`src/rtl/iq_pkg.sv`:
```
package iq_pkg;

    typedef enum logic [1:0] {
        CLS_INT = 2'd0,
        CLS_FP  = 2'd1,
        CLS_BR  = 2'd2,
        CLS_RSV = 2'd3
    } iq_cls_e;

    typedef enum logic [1:0] {
        ENT_FREE   = 2'd0,
        ENT_WAIT   = 2'd1,
        ENT_READY  = 2'd2,
        ENT_ISSUED = 2'd3
    } ent_state_e;

endpackage

```
`src/rtl/iq_regmap.sv`:
```
module iq_regmap #(
    parameter int NPREG = 16,
    parameter int PR_W  = 4
) (
    input  logic             clk,
    input  logic             rst_n,
    input  logic             set_vld,
    input  logic [PR_W-1:0]  set_reg,
    input  logic             clr_vld,
    input  logic [PR_W-1:0]  clr_reg,
    output logic [NPREG-1:0] rdy_q
);

    // A new producer's pending mark wins over a same-cycle broadcast.
    always_ff @(posedge clk) begin
        if (!rst_n) begin
            rdy_q <= '1;
        end else begin
            if (set_vld) rdy_q[set_reg] <= 1'b1;
            if (clr_vld) rdy_q[clr_reg] <= 1'b0;
        end
    end

endmodule

```
`src/rtl/iq_entry.sv`:
```
module iq_entry
    import iq_pkg::*;
#(
    parameter int SEQ_W = 8,
    parameter int PR_W  = 4
) (
    input  logic             clk,
    input  logic             rst_n,
    input  logic             alloc,
    input  logic [SEQ_W-1:0] in_seq,
    input  iq_cls_e          in_cls,
    input  logic [PR_W-1:0]  in_src0,
    input  logic [PR_W-1:0]  in_src1,
    input  logic [1:0]       in_src_rdy,
    input  logic [PR_W-1:0]  in_dst,
    input  logic             wb_valid,
    input  logic [PR_W-1:0]  wb_reg,
    input  logic             flush_valid,
    input  logic [SEQ_W-1:0] flush_seq,
    input  logic             grant,
    output ent_state_e       st_q,
    output logic [SEQ_W-1:0] seq_q,
    output iq_cls_e          cls_q,
    output logic [PR_W-1:0]  dst_q
);

    ent_state_e      st_d;
    logic [PR_W-1:0] src0_q, src1_q;
    logic [1:0]      rdy_q, wake, rdy_nxt;
    logic [SEQ_W-1:0] age_diff;
    logic            kill;

    assign wake[0]  = wb_valid && (wb_reg == src0_q);
    assign wake[1]  = wb_valid && (wb_reg == src1_q);
    assign rdy_nxt  = rdy_q | wake;
    assign age_diff = seq_q - flush_seq;
    assign kill     = flush_valid && (st_q != ENT_FREE)
                      && !age_diff[SEQ_W-1] && (age_diff != '0);

    always_comb begin
        st_d = st_q;
        if (kill) begin
            st_d = ENT_FREE;
        end else begin
            unique case (st_q)
                ENT_FREE:   if (alloc) st_d = (&in_src_rdy) ? ENT_READY : ENT_WAIT;
                ENT_WAIT:   if (&rdy_nxt) st_d = ENT_READY;
                ENT_READY:  if (grant) st_d = ENT_ISSUED;
                ENT_ISSUED: st_d = ENT_FREE;
                default:    st_d = ENT_FREE;
            endcase
        end
    end

    always_ff @(posedge clk) begin
        if (!rst_n) st_q <= ENT_FREE;
        else        st_q <= st_d;
    end

    always_ff @(posedge clk) begin
        if (!rst_n) begin
            seq_q  <= '0;
            cls_q  <= CLS_INT;
            src0_q <= '0;
            src1_q <= '0;
            rdy_q  <= '1;
            dst_q  <= '0;
        end else if (alloc && st_q == ENT_FREE) begin
            seq_q  <= in_seq;
            cls_q  <= in_cls;
            src0_q <= in_src0;
            src1_q <= in_src1;
            rdy_q  <= in_src_rdy;
            dst_q  <= in_dst;
        end else begin
            rdy_q  <= rdy_nxt;
        end
    end

endmodule

```
`src/rtl/iq_select.sv`:
```
module iq_select
    import iq_pkg::*;
#(
    parameter int DEPTH = 8,
    parameter int SEQ_W = 8,
    parameter int PR_W  = 4,
    parameter int INT_W = 2,
    parameter int FP_W  = 1,
    parameter int BR_W  = 1,
    parameter int TOT_W = 3
) (
    input  logic [DEPTH-1:0] rdy,
    input  iq_cls_e          cls      [DEPTH],
    input  logic [SEQ_W-1:0] seq      [DEPTH],
    input  logic [PR_W-1:0]  dst      [DEPTH],
    input  logic             block,
    output logic [DEPTH-1:0] grant,
    output logic [TOT_W-1:0] lane_vld,
    output logic [SEQ_W-1:0] lane_seq [TOT_W],
    output logic [1:0]       lane_cls [TOT_W],
    output logic [PR_W-1:0]  lane_dst [TOT_W]
);

    function automatic logic older(input logic [SEQ_W-1:0] a, input logic [SEQ_W-1:0] b);
        logic [SEQ_W-1:0] d;
        d = a - b;
        return d[SEQ_W-1];
    endfunction

    function automatic iq_cls_e grp(input iq_cls_e c);
        return (c == CLS_RSV) ? CLS_INT : c;
    endfunction

    function automatic int limit(input iq_cls_e c);
        case (grp(c))
            CLS_FP:  return FP_W;
            CLS_BR:  return BR_W;
            default: return INT_W;
        endcase
    endfunction

    int               cls_rank [DEPTH];
    int               all_rank [DEPTH];
    logic [DEPTH-1:0] cls_ok;

    always_comb begin
        for (int i = 0; i < DEPTH; i++) begin
            cls_rank[i] = 0;
            for (int j = 0; j < DEPTH; j++) begin
                if (j != i && rdy[j] && grp(cls[j]) == grp(cls[i]) && older(seq[j], seq[i]))
                    cls_rank[i] = cls_rank[i] + 1;
            end
            cls_ok[i] = rdy[i] && !block && (cls_rank[i] < limit(cls[i]));
        end
        for (int i = 0; i < DEPTH; i++) begin
            all_rank[i] = 0;
            for (int j = 0; j < DEPTH; j++) begin
                if (j != i && cls_ok[j] && older(seq[j], seq[i]))
                    all_rank[i] = all_rank[i] + 1;
            end
            grant[i] = cls_ok[i] && (all_rank[i] < TOT_W);
        end
    end

    always_comb begin
        for (int k = 0; k < TOT_W; k++) begin
            lane_vld[k] = 1'b0;
            lane_seq[k] = '0;
            lane_cls[k] = '0;
            lane_dst[k] = '0;
            for (int i = 0; i < DEPTH; i++) begin
                if (grant[i] && all_rank[i] == k) begin
                    lane_vld[k] = 1'b1;
                    lane_seq[k] = seq[i];
                    lane_cls[k] = cls[i];
                    lane_dst[k] = dst[i];
                end
            end
        end
    end

endmodule

```
`src/rtl/iq_issue_queue.sv`:
```
module iq_issue_queue
    import iq_pkg::*;
#(
    parameter  int DEPTH = 8,
    parameter  int NPREG = 16,
    parameter  int SEQ_W = 8,
    parameter  int INT_W = 2,
    parameter  int FP_W  = 1,
    parameter  int BR_W  = 1,
    parameter  int TOT_W = 3,
    localparam int PR_W  = $clog2(NPREG),
    localparam int CNT_W = $clog2(DEPTH + 1)
) (
    input  logic                   clk,
    input  logic                   rst_n,
    input  logic                   disp_valid,
    input  logic [SEQ_W-1:0]       disp_seq,
    input  logic [1:0]             disp_cls,
    input  logic                   disp_src0_vld,
    input  logic [PR_W-1:0]        disp_src0,
    input  logic                   disp_src1_vld,
    input  logic [PR_W-1:0]        disp_src1,
    input  logic                   disp_dst_vld,
    input  logic [PR_W-1:0]        disp_dst,
    input  logic                   wb_valid,
    input  logic [PR_W-1:0]        wb_reg,
    input  logic                   flush_valid,
    input  logic [SEQ_W-1:0]       flush_seq,
    output logic [TOT_W-1:0]       iss_valid,
    output logic [TOT_W*SEQ_W-1:0] iss_seq,
    output logic [TOT_W*2-1:0]     iss_cls,
    output logic [TOT_W*PR_W-1:0]  iss_dst,
    output logic [CNT_W-1:0]       free_cnt,
    output logic                   full
);

    ent_state_e       st    [DEPTH];
    logic [SEQ_W-1:0] seq_a [DEPTH];
    iq_cls_e          cls_a [DEPTH];
    logic [PR_W-1:0]  dst_a [DEPTH];
    logic [DEPTH-1:0] free_v, ready_v, alloc_v, grant_v;
    logic [NPREG-1:0] reg_rdy;
    logic [1:0]       src_rdy_in;
    logic             accept, found;
    logic [SEQ_W-1:0] lane_seq [TOT_W];
    logic [1:0]       lane_cls [TOT_W];
    logic [PR_W-1:0]  lane_dst [TOT_W];

    assign accept = disp_valid && !full && !flush_valid;

    assign src_rdy_in[0] = !disp_src0_vld || reg_rdy[disp_src0] || (wb_valid && wb_reg == disp_src0);
    assign src_rdy_in[1] = !disp_src1_vld || reg_rdy[disp_src1] || (wb_valid && wb_reg == disp_src1);

    always_comb begin
        free_cnt = '0;
        alloc_v  = '0;
        found    = 1'b0;
        for (int i = 0; i < DEPTH; i++) begin
            free_cnt = free_cnt + CNT_W'(free_v[i]);
            if (free_v[i] && !found) begin
                alloc_v[i] = accept;
                found      = 1'b1;
            end
        end
        full = (free_cnt == '0);
    end

    iq_regmap #(.NPREG(NPREG), .PR_W(PR_W)) u_regmap (
        .clk     (clk),
        .rst_n   (rst_n),
        .set_vld (wb_valid),
        .set_reg (wb_reg),
        .clr_vld (accept && disp_dst_vld),
        .clr_reg (disp_dst),
        .rdy_q   (reg_rdy)
    );

    for (genvar e = 0; e < DEPTH; e++) begin : g_ent
        iq_entry #(.SEQ_W(SEQ_W), .PR_W(PR_W)) u_ent (
            .clk         (clk),
            .rst_n       (rst_n),
            .alloc       (alloc_v[e]),
            .in_seq      (disp_seq),
            .in_cls      (iq_cls_e'(disp_cls)),
            .in_src0     (disp_src0),
            .in_src1     (disp_src1),
            .in_src_rdy  (src_rdy_in),
            .in_dst      (disp_dst),
            .wb_valid    (wb_valid),
            .wb_reg      (wb_reg),
            .flush_valid (flush_valid),
            .flush_seq   (flush_seq),
            .grant       (grant_v[e]),
            .st_q        (st[e]),
            .seq_q       (seq_a[e]),
            .cls_q       (cls_a[e]),
            .dst_q       (dst_a[e])
        );
        assign free_v[e]  = (st[e] == ENT_FREE);
        assign ready_v[e] = (st[e] == ENT_READY);
    end

    iq_select #(
        .DEPTH(DEPTH), .SEQ_W(SEQ_W), .PR_W(PR_W),
        .INT_W(INT_W), .FP_W(FP_W), .BR_W(BR_W), .TOT_W(TOT_W)
    ) u_select (
        .rdy      (ready_v),
        .cls      (cls_a),
        .seq      (seq_a),
        .dst      (dst_a),
        .block    (flush_valid),
        .grant    (grant_v),
        .lane_vld (iss_valid),
        .lane_seq (lane_seq),
        .lane_cls (lane_cls),
        .lane_dst (lane_dst)
    );

    for (genvar k = 0; k < TOT_W; k++) begin : g_lane
        assign iss_seq[k*SEQ_W +: SEQ_W] = lane_seq[k];
        assign iss_cls[k*2 +: 2]         = lane_cls[k];
        assign iss_dst[k*PR_W +: PR_W]   = lane_dst[k];
    end

endmodule

```
`config.mk`:
```
export PLATFORM = sky130hd
export DESIGN_NAME = iq_issue_queue
export DESIGN_NICKNAME = d
export VERILOG_FILES = /design/src/rtl/iq_pkg.sv /design/src/rtl/iq_regmap.sv /design/src/rtl/iq_entry.sv /design/src/rtl/iq_select.sv /design/src/rtl/iq_issue_queue.sv
export SDC_FILE = /design/constraint.sdc
export NUM_CORES = 2
export LEC_CHECK = 0
export ABC_AREA = 1
export BUFFER_PORTS_ARGS = -buffer_cell sky130_fd_sc_hd__buf_4
export CORE_MARGIN = 10
export CORE_UTILIZATION = 35
export DETAILED_ROUTE_END_ITERATION = 10
export RECOVER_POWER = 50
export REMOVE_ABC_BUFFERS = 1
export SETUP_SLACK_MARGIN = 0.05
export SYNTH_ARGS = -nofsm -noshare
export SYNTH_HDL_FRONTEND = slang
export SYNTH_SLANG_ARGS = --single-unit
```
`constraint.sdc`:
```
create_clock -name clk -period 15.5 [get_ports clk]
set_clock_uncertainty 0.1 [all_clocks]
set_input_delay 3.1 -clock clk [delete_from_list [all_inputs] [get_ports clk]]
set_output_delay 3.1 -clock clk [all_outputs]
set_load 0.02 [all_outputs]
```
Yosys cells after proc, flatten, opt, wreduce, memory -nomap -nowiden:

Index checks and enable logic that the tools add are counted.

* add/sub/neg operators: 167
* magnitude comparators: 22
* eq/ne operators: 162
* multiplexer cells: 291
* bitwise gates (word level): 12
* reduce and logical (&&, ||, !) cells: 367

Operators by type and width (count)
* $mux 32: 96
* $add 32x2->32 const B: 81
* $sub 8x8->8: 64
* $logic_and 1x1->1: 278
* $eq 32x2->1 const B: 8
* $eq 32x3->1 const B: 8
* $logic_not 32->1: 8
* $lt 32x3->1: 8
* $lt 32x3->1 const B: 8
* $mux 8: 24
* $mux 2: 73
* $eq 2x2->1: 56
* $mux 4: 24
* $eq 4x4->1: 18
* $eq 2x2->1 const B: 32
* $pmux 2 s4: 8
* $reduce_bool 8->1: 8
* $mux 1: 59
* $mux 16: 3
* $eq 2x1->1 const B: 16
* $ne 2x1->1 const B: 16
* $reduce_or 2->1: 16
* $add 1x1->2 const B: 15
* $reduce_and 3->1: 8
* other kinds (20): 86

* register bits after elaboration: 224
* bits of input ports: 42
* output and inout bits: 50
* word-level logic and storage cells: 1078

Longest topological paths before layout:

* word-level depth: 45
* gate-level depth with buffers: 69
* mapped depth without buffers: 68

Hierarchy:

From an unflattened synthesis, not the netlist that was laid out.

* cell total of the unflattened synthesis: 5889
* area, all modules: 34615.7 sq um

By module, submodules not included
* iq_select: instances 1, cells each 3736, area an instance 20753.7 sq um, seq. area each 0.0 sq um
* iq_entry: instances 8, cells each 229, area an instance 1514.0 sq um, seq. area each 520.5 sq um
* iq_issue_queue: instances 1, cells each 198, area an instance 940.9 sq um, seq. area each 0.0 sq um
* iq_regmap: instances 1, cells each 123, area an instance 809.5 sq um, seq. area each 320.3 sq um

Worst setup path after synthesis:

OpenSTA, ideal clock, no wires.

* path kind: reg2out
* start: register g_ent[0].u_ent.seq_q[6]
* end: output iss_seq[6]
* data arrival time: 9.146 ns
* required time: 12.300 ns
* slack: 3.154 ns
* stages on the path, launching flop included: 60
* path buffers: 1
* cells stage by stage: dfxtp_1 -> inv_1 -> ha_1 -> nand2_1 -> inv_1 -> a21oi_1 -> nand3_1 -> nand3_1 -> inv_1 -> ha_1 -> nand4_1 -> nand3_1 -> nand3_1 -> nand2_1 -> ha_1 -> or2_2 -> and2_1 -> ha_1 -> (+24 left out) -> or2_2 -> nand2_1 -> inv_1 -> ha_1 -> nand2_1 -> nand2_1 -> nand3_1 -> nand2_1 -> nor2_2 -> nand2_1 -> nor2_4 -> buf_6 -> nand2_1 -> nand2_1 -> inv_1 -> nand2_1 -> nand2_1 -> nand2_1

* word-level cells in the longest chain between the ends: 42
* elaborated cells between the ends (all ways): 348
* classes of those cells: add/sub: 110; order compare: 16; mux: 120; reduce/logical: 102

RTL lines
* start, declared: line iq_entry.sv:22 `output logic [SEQ_W-1:0] seq_q,`
* start signal, assigned: line iq_entry.sv:69 `seq_q <= in_seq;`
* parallel branches: the longest is 41 deep, another holds $add 32x2->32
* $mux 8 *: line iq_select.sv:72 `if (grant[i] && all_rank[i] == k) begin`
* end, declared: line iq_issue_queue.sv:30 `output logic [TOT_W*SEQ_W-1:0] iss_seq,`

Every way passes the cells marked *.

Worst setup path in the final report:

* start: register g_ent[1].u_ent.seq_q[1]
* end: output iss_seq[18]

* word-level cells in the longest chain between the ends: 42
* elaborated cells between the ends (all ways): 336
* classes of those cells: add/sub: 104; order compare: 16; eq/ne: 8; mux: 114; reduce/logical: 94

RTL lines (line)
* start, declared: iq_entry.sv:22
* start signal, assigned: iq_entry.sv:69
* parallel branches: the longest is 41 deep, another holds $add 32x2->32
* $mux 8 *: iq_select.sv:72

Marked as above.

==> impl_metrics.yaml <==
grt:
  grt_max_degree: 76
  antenna_found_initial: 4
  grt_usage: 0.259
  grt_pass1_vias: 32800
  globalRouteOverflowTotal: 0
  grt_pass1_wl_um: 211000
clocking:
  ctsHoldBuffers: 0
  h-tree-depth: 1
  cts_buffers: 29
  cts_max_path_buffers: 3
  clock_latency_ps: 630
  clkTransAtPathRegs_ps: 60
  cts_root_buffer: "clkbuf_16"
  cts_tree: "yes"
  cts.sinks: 224
place:
  pre_cts_slack_ps: 633
  portBuffers: 91
  dp_hpwl_um: 111000
  placed_area_mm2: 0.0350
  gp_congestion: 1.01
floorplan:
  start_util: 0.355
  io_pins: 92
  die_area_mm2: 0.106
  fp.dieH_um: 325
  core_area_mm2: 0.0921
  die_w_um: 325
  fp-row-count: 111
power_and_ir_drop:
  internal_power_mw: 2.10
  power.density_mw_per_mm2: 133
  vdd_ir_drop_max_mv: 0.101
  p_leak_nw: 18.9
  report.power.total_mw: 4.82
  p_switching_mw: 2.73
  pwr-share-comb: 0.701
  clkPwrFrac: 0.147
  p_seq_frac: 0.151
  swShare: 0.565
layout:
  multi_input_area_mm2: 0.0246
  area_growth_pct: 10.8
  drive_above_1_share: 0.0767
  final-seq-area_mm2: 0.00449
  final.fill_count: 9967
  fin_nets: 5982
  design_area_mm2: 0.0362
sta:
  maxSlewViolCount: 130
  rsz0062_at_grt: "false"
  timing.final.ws_setup_ps: 621
  final-setup-viol-count: 0
  period_minus_slack_ps: 14880
  worst_pin_slew_ps: 2710
  hold_violations: 0
  slew-limit-headroom: -0.807
  fmax_ghz: 0.0672
  post-route-period-util: 0.960
  finalSetupTns_ps: 0
critical_path:
  cp_slowest_cell: "o21ai_0"
  arrival_ps: 11680
  r2r_end: "g_ent[2].u_ent.st_q[1]"
  cp-end-kind: "output port"
  reg2reg_from: "g_ent[0].u_ent.seq_q[2]"
  reg2reg_depth: 54
  crit_start: "g_ent[1].u_ent.seq_q[1]"
  crit_cells: 60
  rrSetupSlack_ps: 4900
  start_kind: "flip-flop"
  critical_path_required_ps: 12300
  crit_type: "reg2out"
  max_stage_delay_ps: 990
  crit_family: "simple AND/OR/NAND/NOR gates"
  cp_max_fo: 29
  path_common_cell: "nand2_1"
  crit_path_end: "iss_seq[18]"
  crit_buf_inv: 9
drt:
  wl_per_cell_um: 21.6
  drt_iter0_drc: 4122
  routed_wl_um: 144000
  vias: 35900
  drc: 0
  ant_nets: 0
  vias_per_cell: 5.39
  first_pass_iters: 6
logic_synthesis:
  ys_seq_area_frac: 0.137
  ys_ff_latch: 224
  yosysWarnings: 0
  synth_edf_count: 0
  synthFlopType: "dfxtp_1"
  syn_area_mm2: 0.0327
  async_flop_share: 0
  synthCells: 5293
  yosysUniqueCellTypes: 66
  syn_avg_cell_area_um2: 6.17
worst_hold_path:
  min_path_type: "reg2reg"
outcome:
  outcome: "finished, violations left"
  violations: "capacitance limit, slew limit"
flow_run:
  drv_cap: 6
## synth_stat cells (80+ instances only)
| cell type | number | area (µm²) |
|---|---|---|
| a21oi_1 | 430 | 2150 |
| nand2_1 | 1374 | 5160 |
| ha_1 | 538 | 6730 |
| clkbuf_1 | 84 | 315 |
| nor2_1 | 425 | 1600 |
| dfxtp_1 | 224 | 4480 |
| o21ai_0 | 366 | 1830 |
| nand3_1 | 322 | 1610 |
| inv_1 | 702 | 2640 |
| xnor2_1 | 106 | 928 |
| xor2_1 | 91 | 797 |
| nand4_1 | 80 | 500 |
## power groups by stage
stage	Combinational (mW)	Sequential [mW]	Clock, mW
2_1_floorplan	2.07	0.743	0
3_3_place_gp	3.27	0.734	0
3_5_place_dp	3.29	0.736	0
4_1_cts	3.30	0.725	0.716
5_1_grt	3.72	0.739	0.736
6_report	3.38	0.730	0.710
## what timing repair did
item                       in CTS  in global routing
resized for setup               2                 18
buffers inserted                0                 23
setup endpoints to repair      25                 45
pin swaps                       0                  6
gates cloned                    0                  0
## cell families after synthesis
family,after synthesis,share of synthesized area
AND/OR/NAND/NOR,2387,0.311
AO/OA/AOI/OAI,1014,0.171
buffers and inverters,914,0.112
adder cells (fa/ha/maj),550,0.214
flip-flops,224,0.137
XOR/XNOR,202,0.0553
multiplexers,2,0.000690
## per-stage QoR
stage                     instances  hold slack [ps]   util
after CTS                      6632              368  0.391
after detailed placement       6579              360  0.380
after floorplan                5120              338      -
final                          6656              369  0.393
after global routing           6655              388  0.393
after global placement         6579              358  0.380
## cell usage in the layout (no fill, tap or decap), types with 12 or more instances in the layout
cell type and count:
nor2_1 423, a211oi_1 32, nor3_1 54, ha_1 538, a21oi_1 430, nand4_1 80
xnor2_1 106, xor2_1 90, clkbuf_1 17, inv_2 26, or2_2 19, o22ai_1 20
nand3_1 321, nand2_2 18, and2_1 15, nand2_1 1373, o41ai_1 13, clkbuf_16 29
nor2_2 19, o21ai_1 45, o211ai_1 34, fa_1 12, nand3_2 12, inv_1 700
o21ai_0 365, buf_4 224, nor2_4 12, dfxtp_1 221
## registers in the layout, indices dropped and copies added, names as in the netlist
| signal | flops |
|---|---|
| g_ent.u_ent.seq_q | 64 |
| g_ent.u_ent.dst_q | 32 |
| g_ent.u_ent.src0_q | 32 |
| g_ent.u_ent.src1_q | 32 |
| g_ent.u_ent.cls_q | 16 |
| g_ent.u_ent.rdy_q | 16 |
| g_ent.u_ent.st_q | 16 |
| u_regmap.rdy_q | 16 |
## worst min-delay path by stage
stage | to | slack, ps | from | cells past startpoint
final | g_ent[2].u_ent.src1_q[0] | 370 | g_ent[2].u_ent.src1_q[0] | 2
after global placement | g_ent[2].u_ent.src1_q[0] | 360 | g_ent[2].u_ent.src1_q[0] | 2
after global routing | g_ent[2].u_ent.src0_q[3] | 390 | g_ent[2].u_ent.src0_q[3] | 2
after floorplan | g_ent[2].u_ent.src0_q[3] | 340 | g_ent[2].u_ent.src0_q[3] | 2
after CTS | g_ent[2].u_ent.src0_q[3] | 370 | g_ent[2].u_ent.src0_q[3] | 2
after detailed placement | g_ent[2].u_ent.src0_q[3] | 360 | g_ent[2].u_ent.src0_q[3] | 2
## layout make-up
class | count | area share
Multi-Input combinational cell | 4155 | 0.679
Tap cell | 1243 | 0.0430
Clock buffer | 41 | 0.0230
Sequential cell | 224 | 0.124
Timing Repair Buffer | 239 | 0.0496
Clock inverter | 12 | 0.00377
Inverter | 741 | 0.0772
Antenna cell | 1 | 0.0000692
## worst reg2reg max path, delay by kind of cell, from the launching register on
kind	cells	cell delay, ps
compound gates	10	2210
xor+xnor	1	310
fa+ha+maj	11	3300
buf+inv	6	690
flops	1	470
simple gates	26	3320
## routing by layer
| layer | vias up | part of all wire | global-route usage |
|---|---|---|---|
| li1 | 17400 | - | - |
| met1 | 16400 | 0.42 | 0.346 |
| met2 | 1731 | 0.43 | 0.404 |
| met3 | 339 | 0.10 | 0.0442 |
| met4 | 2 | 0.052 | 0.118 |
| met5 | - | 0.000083 | 0 |
Note: power is estimated with default switching activity, not from simulation.
